--- config.mk ---
export PLATFORM = sky130hd
export DESIGN_NAME = ctx_issue_sched
export DESIGN_NICKNAME = d
export VERILOG_FILES = /design/src/rtl/sched_pkg.sv /design/src/rtl/grp_rr_pick.sv /design/src/rtl/pair_check.sv /design/src/rtl/issue_slot.sv /design/src/rtl/ctx_issue_sched.sv
export SDC_FILE = /design/constraint.sdc
export NUM_CORES = 1
export LEC_CHECK = 0
export CAP_MARGIN = 5
export CORE_MARGIN = 3
export CORE_UTILIZATION = 45
export CTS_CLUSTER_DIAMETER = 120
export DETAILED_ROUTE_END_ITERATION = 8
export PLACE_DENSITY_LB_ADDON = 0.1
export SLEW_MARGIN = 5
export SYNTH_ARGS = -nofsm -noshare
export SYNTH_HDL_FRONTEND = slang
export SYNTH_SLANG_ARGS = --single-unit
--- constraint.sdc ---
create_clock -name clk -period 4.7 [get_ports clk]
set_input_delay 0.94 -clock clk [delete_from_list [all_inputs] [get_ports clk]]
set_output_delay 0.94 -clock clk [all_outputs]
set_load 0.005 [all_outputs]
--- src/rtl/sched_pkg.sv ---
// Package: shared types and constants for the issue scheduler.
// Assumes context count and slot count are powers of two.
package sched_pkg;

    // Instructions issued by one slot in one cycle
    typedef logic [1:0] issue_cnt_t;

    localparam issue_cnt_t CNT_NONE = 2'd0;
    localparam issue_cnt_t CNT_ONE  = 2'd1;
    localparam issue_cnt_t CNT_TWO  = 2'd2;

endpackage

--- src/rtl/grp_rr_pick.sv ---
// Round-robin picker over one group of contexts.
// Holds the search start position; the search begins there and wraps.
// After a grant the start moves one past the winner; with no eligible
// context it stays put. Assumes GROUP_SIZE is a power of two.
module grp_rr_pick #(
    parameter int GROUP_SIZE = 16,
    localparam int IDX_W = $clog2(GROUP_SIZE)
) (
    input  logic                  clk,
    input  logic                  rst_n,
    input  logic [GROUP_SIZE-1:0] elig,
    output logic                  found,
    output logic [IDX_W-1:0]      win_idx
);

    logic [IDX_W-1:0] start_q;

    // Search from start_q for the first eligible context
    always_comb begin
        logic [IDX_W-1:0] idx;
        found   = 1'b0;
        win_idx = '0;
        for (int i = 0; i < GROUP_SIZE; i++) begin
            idx = start_q + IDX_W'(i);
            if (!found && elig[idx]) begin
                found   = 1'b1;
                win_idx = idx;
            end
        end
    end

    // Move the start position past the winner
    always_ff @(posedge clk) begin
        if (!rst_n)
            start_q <= '0;
        else if (found)
            start_q <= win_idx + IDX_W'(1);
    end

endmodule

--- src/rtl/pair_check.sv ---
// Dual-issue decision for the selected context of one slot.
// Pairs the second instruction only when it is valid, non-arithmetic
// and independent of the first. Assumes the first instruction is valid
// whenever found is set.
module pair_check
    import sched_pkg::*;
(
    input  logic       found,
    input  logic       sec_valid,
    input  logic       sec_arith,
    input  logic       sec_dep,
    output issue_cnt_t cnt
);

    // Choose 0, 1 or 2 instructions
    always_comb begin
        if (!found)
            cnt = CNT_NONE;
        else if (sec_valid && !sec_arith && !sec_dep)
            cnt = CNT_TWO;
        else
            cnt = CNT_ONE;
    end

endmodule

--- src/rtl/issue_slot.sv ---
// One issue slot: picks a context from its fixed group, sizes the
// issue, and registers the slot outputs and the group acknowledge bits.
// Assumes the group of slot SLOT_IDX starts at context SLOT_IDX*GROUP_SIZE.
module issue_slot
    import sched_pkg::*;
#(
    parameter int GROUP_SIZE = 16,
    parameter int CTX_W      = 6,
    parameter int SLOT_IDX   = 0,
    localparam int IDX_W     = $clog2(GROUP_SIZE)
) (
    input  logic                  clk,
    input  logic                  rst_n,
    input  logic [GROUP_SIZE-1:0] ready,
    input  logic [GROUP_SIZE-1:0] first_valid,
    input  logic [GROUP_SIZE-1:0] sec_valid,
    input  logic [GROUP_SIZE-1:0] sec_arith,
    input  logic [GROUP_SIZE-1:0] sec_dep,
    output logic                  valid_q,
    output logic [CTX_W-1:0]      ctx_q,
    output issue_cnt_t            cnt_q,
    output logic [GROUP_SIZE-1:0] grant_q
);

    localparam logic [CTX_W-1:0] BASE = CTX_W'(SLOT_IDX * GROUP_SIZE);

    logic [GROUP_SIZE-1:0] elig;
    logic                  found;
    logic [IDX_W-1:0]      win_idx;
    issue_cnt_t            cnt_d;

    // Eligible means runnable with a valid first instruction
    assign elig = ready & first_valid;

    grp_rr_pick #(.GROUP_SIZE(GROUP_SIZE)) u_pick (
        .clk     (clk),
        .rst_n   (rst_n),
        .elig    (elig),
        .found   (found),
        .win_idx (win_idx)
    );

    pair_check u_pair (
        .found     (found),
        .sec_valid (sec_valid[win_idx]),
        .sec_arith (sec_arith[win_idx]),
        .sec_dep   (sec_dep[win_idx]),
        .cnt       (cnt_d)
    );

    // Register the slot decision and its acknowledge bits
    always_ff @(posedge clk) begin
        if (!rst_n) begin
            valid_q <= 1'b0;
            ctx_q   <= '0;
            cnt_q   <= CNT_NONE;
            grant_q <= '0;
        end else begin
            valid_q <= found;
            ctx_q   <= found ? (BASE + CTX_W'(win_idx)) : '0;
            cnt_q   <= cnt_d;
            grant_q <= found ? (GROUP_SIZE'(1) << win_idx) : '0;
        end
    end

endmodule

--- src/rtl/ctx_issue_sched.sv ---
// Top: per-clock issue selector over NUM_CTX contexts and NUM_SLOTS
// slots. Contexts are split evenly into one fixed group per slot, so
// no context can be chosen by two slots. Outputs are registered.
// Assumes NUM_CTX and NUM_SLOTS are powers of two, NUM_CTX >= 2*NUM_SLOTS.
module ctx_issue_sched
    import sched_pkg::*;
#(
    parameter int NUM_CTX   = 64,
    parameter int NUM_SLOTS = 4,
    localparam int CTX_W    = $clog2(NUM_CTX),
    localparam int GRP      = NUM_CTX / NUM_SLOTS
) (
    input  logic                       clk,
    input  logic                       rst_n,
    input  logic [NUM_CTX-1:0]         ctx_ready,
    input  logic [NUM_CTX-1:0]         ins0_valid,
    input  logic [NUM_CTX-1:0]         ins1_valid,
    input  logic [NUM_CTX-1:0]         ins1_arith,
    input  logic [NUM_CTX-1:0]         ins1_dep,
    output logic [NUM_SLOTS-1:0]       slot_valid,
    output logic [NUM_SLOTS*CTX_W-1:0] slot_ctx,
    output logic [NUM_SLOTS*2-1:0]     slot_cnt,
    output logic [NUM_CTX-1:0]         ctx_grant
);

    // One slot per group of contexts
    for (genvar s = 0; s < NUM_SLOTS; s++) begin : g_slot
        issue_cnt_t cnt_s;

        issue_slot #(
            .GROUP_SIZE (GRP),
            .CTX_W      (CTX_W),
            .SLOT_IDX   (s)
        ) u_slot (
            .clk         (clk),
            .rst_n       (rst_n),
            .ready       (ctx_ready [s*GRP +: GRP]),
            .first_valid (ins0_valid[s*GRP +: GRP]),
            .sec_valid   (ins1_valid[s*GRP +: GRP]),
            .sec_arith   (ins1_arith[s*GRP +: GRP]),
            .sec_dep     (ins1_dep  [s*GRP +: GRP]),
            .valid_q     (slot_valid[s]),
            .ctx_q       (slot_ctx[s*CTX_W +: CTX_W]),
            .cnt_q       (cnt_s),
            .grant_q     (ctx_grant[s*GRP +: GRP])
        );

        assign slot_cnt[s*2 +: 2] = cnt_s;
    end

endmodule

==> metrics.md <==
| Metric | Value |
|---|---|
| Status | complete, no violations |
| Ys async rst share | 0% |
| CTS Buffer Depth | 2 |
| Post-DP HPWL | around 51 mm |
| Fillers | roughly 2,400 |
| Vias per cell | just under 6 |
| Post-Synth XOR/XNOR Area | under 10% |
| Fin Setup TNS | 0 ns |
| Syn. warnings | 0 |
| CP peak stage delay | around 0.53 ns |
| Layout Nets | about 3,000 |
| PnR Total Power | ~23,000 uW |
| Reg-to-Reg Start | g_slot[3].u_slot.u_pick.start_q[1]$_SDFFE_PN0N_ |
| Die height | roughly 190 um |
| Cell variety after synth | a little over 90 |
| First-pass GRT wire length | between 90 and 100 mm |
| Layout Cells excl Fill | between 2,000 and 3,000 |
| Adder-cell share of the synthesized area | 4.49% |
| CTS Buf Count | 9 |
| Critical path data arrival time | about 4.8 ns |
| Avg Cell Area, Syn | between 8 and 9 um^2 |
| Worst VDD drop | approximately 0.61 mV |
| Min-Delay Startpoint | g_slot[3].u_slot.u_pick.start_q[1]$_SDFFE_PN0N_ |
| Synth top area share | a little under a fifth |
| Tcrit/Tclk final | between 90% and 100% |
| Routed WL per cell | around 21 um |
| Drt first pass iters | 6 |
| Area grow syn2layout | 62.2% |
| Seq cells post-synth | 111 |
| Area of the multi-input gates | approximately 12,000 um^2 |
| CP Cell Sequence | clkdlybuf4s50_1 > nand2_1 > buf_4 > mux4_2 > mux2_2 > a211oi_1 > buf_4 > nand2b_4 > nor3b_2 > buf_4 > buf_4 > and2_1 > o21ai_0 > o211ai_1 > a32o_2 > buf_4 > buf_4 > o21ai_0 > nand2_1 > a22oi_1 > nand2_1 |
| Core area | between 30,000 and 40,000 um^2 |
| Reg2reg setup slack | 0.16 ns |
| Total Wirelength | 61.5 mm |
| Initial antenna violation count | 1 |
| TritonCTS clock tree | done |
| Crit path max fanout | 6 |
| Critical path class | in -> reg |
| Vias in the first global route | 17,100 |
| Mux cell area share after synthesis | ~28% |
| Syn Inst Count | between 1,500 and 2,000 |
| Top_reg_cell synth | dfxtp_1 |
| CP Launch Type | primary input |
| Clock slew at reported path FFs | around 0.09 ns |
| Gr usage total | 33.9% |
| GPL Wtd Cong | 1.02 |
| Minimum clock period | approximately 4.6 ns |
| Share of cells above drive strength 1 | between 30% and 40% |
| Hold WC Path Type | reg -> reg |
| Slew Limit Headroom | between 50% and 60% |
| CP top delay family | buffers and inverters |
| Clock Sinks | 111 |
| CP max stage cell | clkdlybuf4s50_1 |
| Crit path buf inv count | 7 |
| Largest family of logic cells by synthesized area | multiplexers |
| Initial Util | approximately 46% |
| Worst slack at placement | -0.992 ns |
| CP startpoint | ins0_valid[1] |
| Gr ovfl total | 0 |
| CP Data Required Time | roughly 5.0 ns |
| Worst slew pin tran | around 0.73 ns |
| Fmax | about 220 MHz |
| Count of antenna-violating nets left after detailed routing | 0 |
| Area leader, netlist | mux4_2 |
| Htree depth | 3 |
| # hold bufs at CTS | 0 |
| # diodes | 0 |
| Synth Area in Compound Gates | roughly 19% |
| Largest net degree at the start of global routing | 54 |
| Fin. Hold Viols | 0 |
| Die ar. | 34,400 um^2 |
| IO buf count | 417 |
| Worst setup margin | ~0.13 ns |
| Initial DRC count | 1,762 |
| Final Setup Violations | 0 |
| Power per standard cell area | 976 nW/um^2 |
| Worst hold slack | around 0.57 ns |
| Seq. cell area | 2230 um^2 |
| Die X | roughly 190 um |
| CTS root buf | clkbuf_16 |
| Residual DRC | 0 |
| Synth top area cells | mux4_2 (18%), dfxtp_1 (15%), mux2i_1 (7.5%), nand2_1 (5.8%), ha_1 (4.5%) |
| CP dominant cell by count | buf_4 |
| Synthesized area | around 14,000 um^2 |
| Max Slew Vio Count | 0 |
| Post-synth EDFFs | 0 |
| P_leak | between 0.01 and 0.015 uW |
| Max_cap viols | 0 |
| Placed Instances | approximately 3,000 |
| Simple-Gate Fraction of Synth Area | approximately a quarter |
| Fin Clk Skew | about 0.014 ns |
| Row count | 65 |
| Clk_lat worst skew | about 0.37 ns |
| Register area share after synthesis | ~15% |
| Vias post-DR | 17,900 |
| CP endpoint kind | register |
| Ports | ~420 |
-- state kept, by name (all words and copies together), names as in the netlist --
signal,count
g_slot.u_slot.ctx_q,19
g_slot.u_slot.u_pick.start_q,16
g_slot.u_slot.cnt_q,8
g_slot.u_slot.grant_q,64
g_slot.u_slot.valid_q,4
-- cell type report --
type / count / share of cell area [%]
Multi-Input combinational cell: 1514 / 51.9
Timing Repair Buffer: 899 / 34.2
Tap cell: 402 / 2.14
Inverter: 54 / 0.879
Clock buffer: 9 / 0.958
Clock inverter: 7 / 0.399
Sequential cell: 111 / 9.49
-- kinds of logic after synthesis --
| kind of cell | after synthesis |
|---|---|
| fa+ha+maj | 52 |
| compound gates | 404 |
| simple gates | 745 |
| xor+xnor | 52 |
| buf+inv | 145 |
| flops | 111 |
| mux | 257 |
| other cells | 1 |
-- where the power goes --
part	switching, uW	total (uW)	internal [uW]
clock network	424	814	389
logic	10600	20700	10100
registers	157	1420	1260
-- worst register-to-register path, cell delays in order (launching register included) --
cell	delay, ns
dfxtp_2	0.36
inv_1	0.18
ha_1	0.31
xor2_2	0.44
mux4_2	0.44
mux4_2	0.54
nor2b_2	0.21
and3_2	0.25
o211a_1	0.14
o32ai_2	0.43
buf_4	0.25
mux2i_1	0.29
inv_1	0.07
a22o_1	0.20
or3_1	0.34
-- cells in the final DEF, fill, tap and decap left out, drive strengths merged, types with 9 or more instances in the layout --
cell type / instances
a211oi: 18
a21o: 11
a21oi: 61
a221oi: 10
a22oi: 11
a31oi: 17
and2: 85
and3: 49
buf: 482
clkbuf: 9
clkdlybuf4s50: 361
clkinv: 10
dfxtp: 111
dlymetal6s2s: 56
ha: 52
inv: 51
mux2: 27
mux2i: 113
mux4: 117
nand2: 225
nand2b: 20
nand3: 99
nor2: 159
nor2b: 15
nor3: 27
nor3b: 19
o2111ai: 9
o211ai: 21
o21a: 12
o21ai: 122
o22ai: 29
or3: 9
xnor2: 34
xor2: 18
-- what timing repair did --
item                                    in CTS  in global routing
pin swaps                                    2                 26
endpoints found under the setup margin       9                 58
resized for setup                           11                190
setup buffers                                4                 14
-- cell usage after synthesis, types with 6 or more instances --
| master | n |
|---|---|
| o21ai_0 | 108 |
| buf_2 | 22 |
| buf_1 | 12 |
| nand3_1 | 98 |
| o21ai_1 | 14 |
| nor3_1 | 26 |
| o22ai_1 | 28 |
| a22oi_1 | 11 |
| o221ai_1 | 6 |
| nor4b_1 | 6 |
| nor2_1 | 159 |
| and2_1 | 84 |
| ha_1 | 52 |
| o211ai_1 | 21 |
| and3_1 | 49 |
| buf_4 | 17 |
| o2111ai_1 | 9 |
| clkbuf_1 | 37 |
| mux4_2 | 117 |
| nand2_1 | 223 |
| a221oi_1 | 9 |
| a211oi_1 | 18 |
| nand3b_1 | 7 |
| a2bb2oi_1 | 8 |
| or3_1 | 9 |
| mux2_2 | 27 |
| mux2i_1 | 109 |
| o2bb2ai_1 | 7 |
| xnor2_1 | 33 |
| inv_1 | 41 |
| or2_2 | 6 |
| o21a_1 | 12 |
| a31oi_1 | 17 |
| a211o_1 | 7 |
| dfxtp_1 | 111 |
| nand2b_1 | 20 |
| a21oi_1 | 61 |
| o31ai_1 | 7 |
| nor3b_1 | 17 |
| clkinv_1 | 7 |
| nor2b_1 | 15 |
| a21o_1 | 11 |
| xor2_1 | 17 |
-- metal layers --
metal | global-route usage, % | routed length (um) | part of all wire (%)
met1 | 45.5 | 25000 | 41
met2 | 55.6 | 28900 | 47
met3 | 5.07 | 5180 | 8.4
met4 | 12.2 | 2430 | 4.0
met5 | 0 | 13 | 0.021
-- worst paths after layout --
kind                                                endpoint  depth (start not counted)
max                     g_slot[0].u_slot.cnt_q[1]$_SDFF_PN0_                         21
min          g_slot[3].u_slot.u_pick.start_q[1]$_SDFFE_PN0N_                          2
max reg2reg             g_slot[3].u_slot.cnt_q[0]$_SDFF_PN0_                         14
min reg2reg  g_slot[3].u_slot.u_pick.start_q[1]$_SDFFE_PN0N_                          2
-- per-stage QoR --
step | utilization (%) | instance area (um^2)
after floorplan | - | 14600
after global placement | 70.6 | 22300
after detailed placement | 70.6 | 22300
after CTS | 71.9 | 22800
after global routing | 74.3 | 23500
final | 74.3 | 23500
No activity file was read; power rests on OpenSTA's default activity.
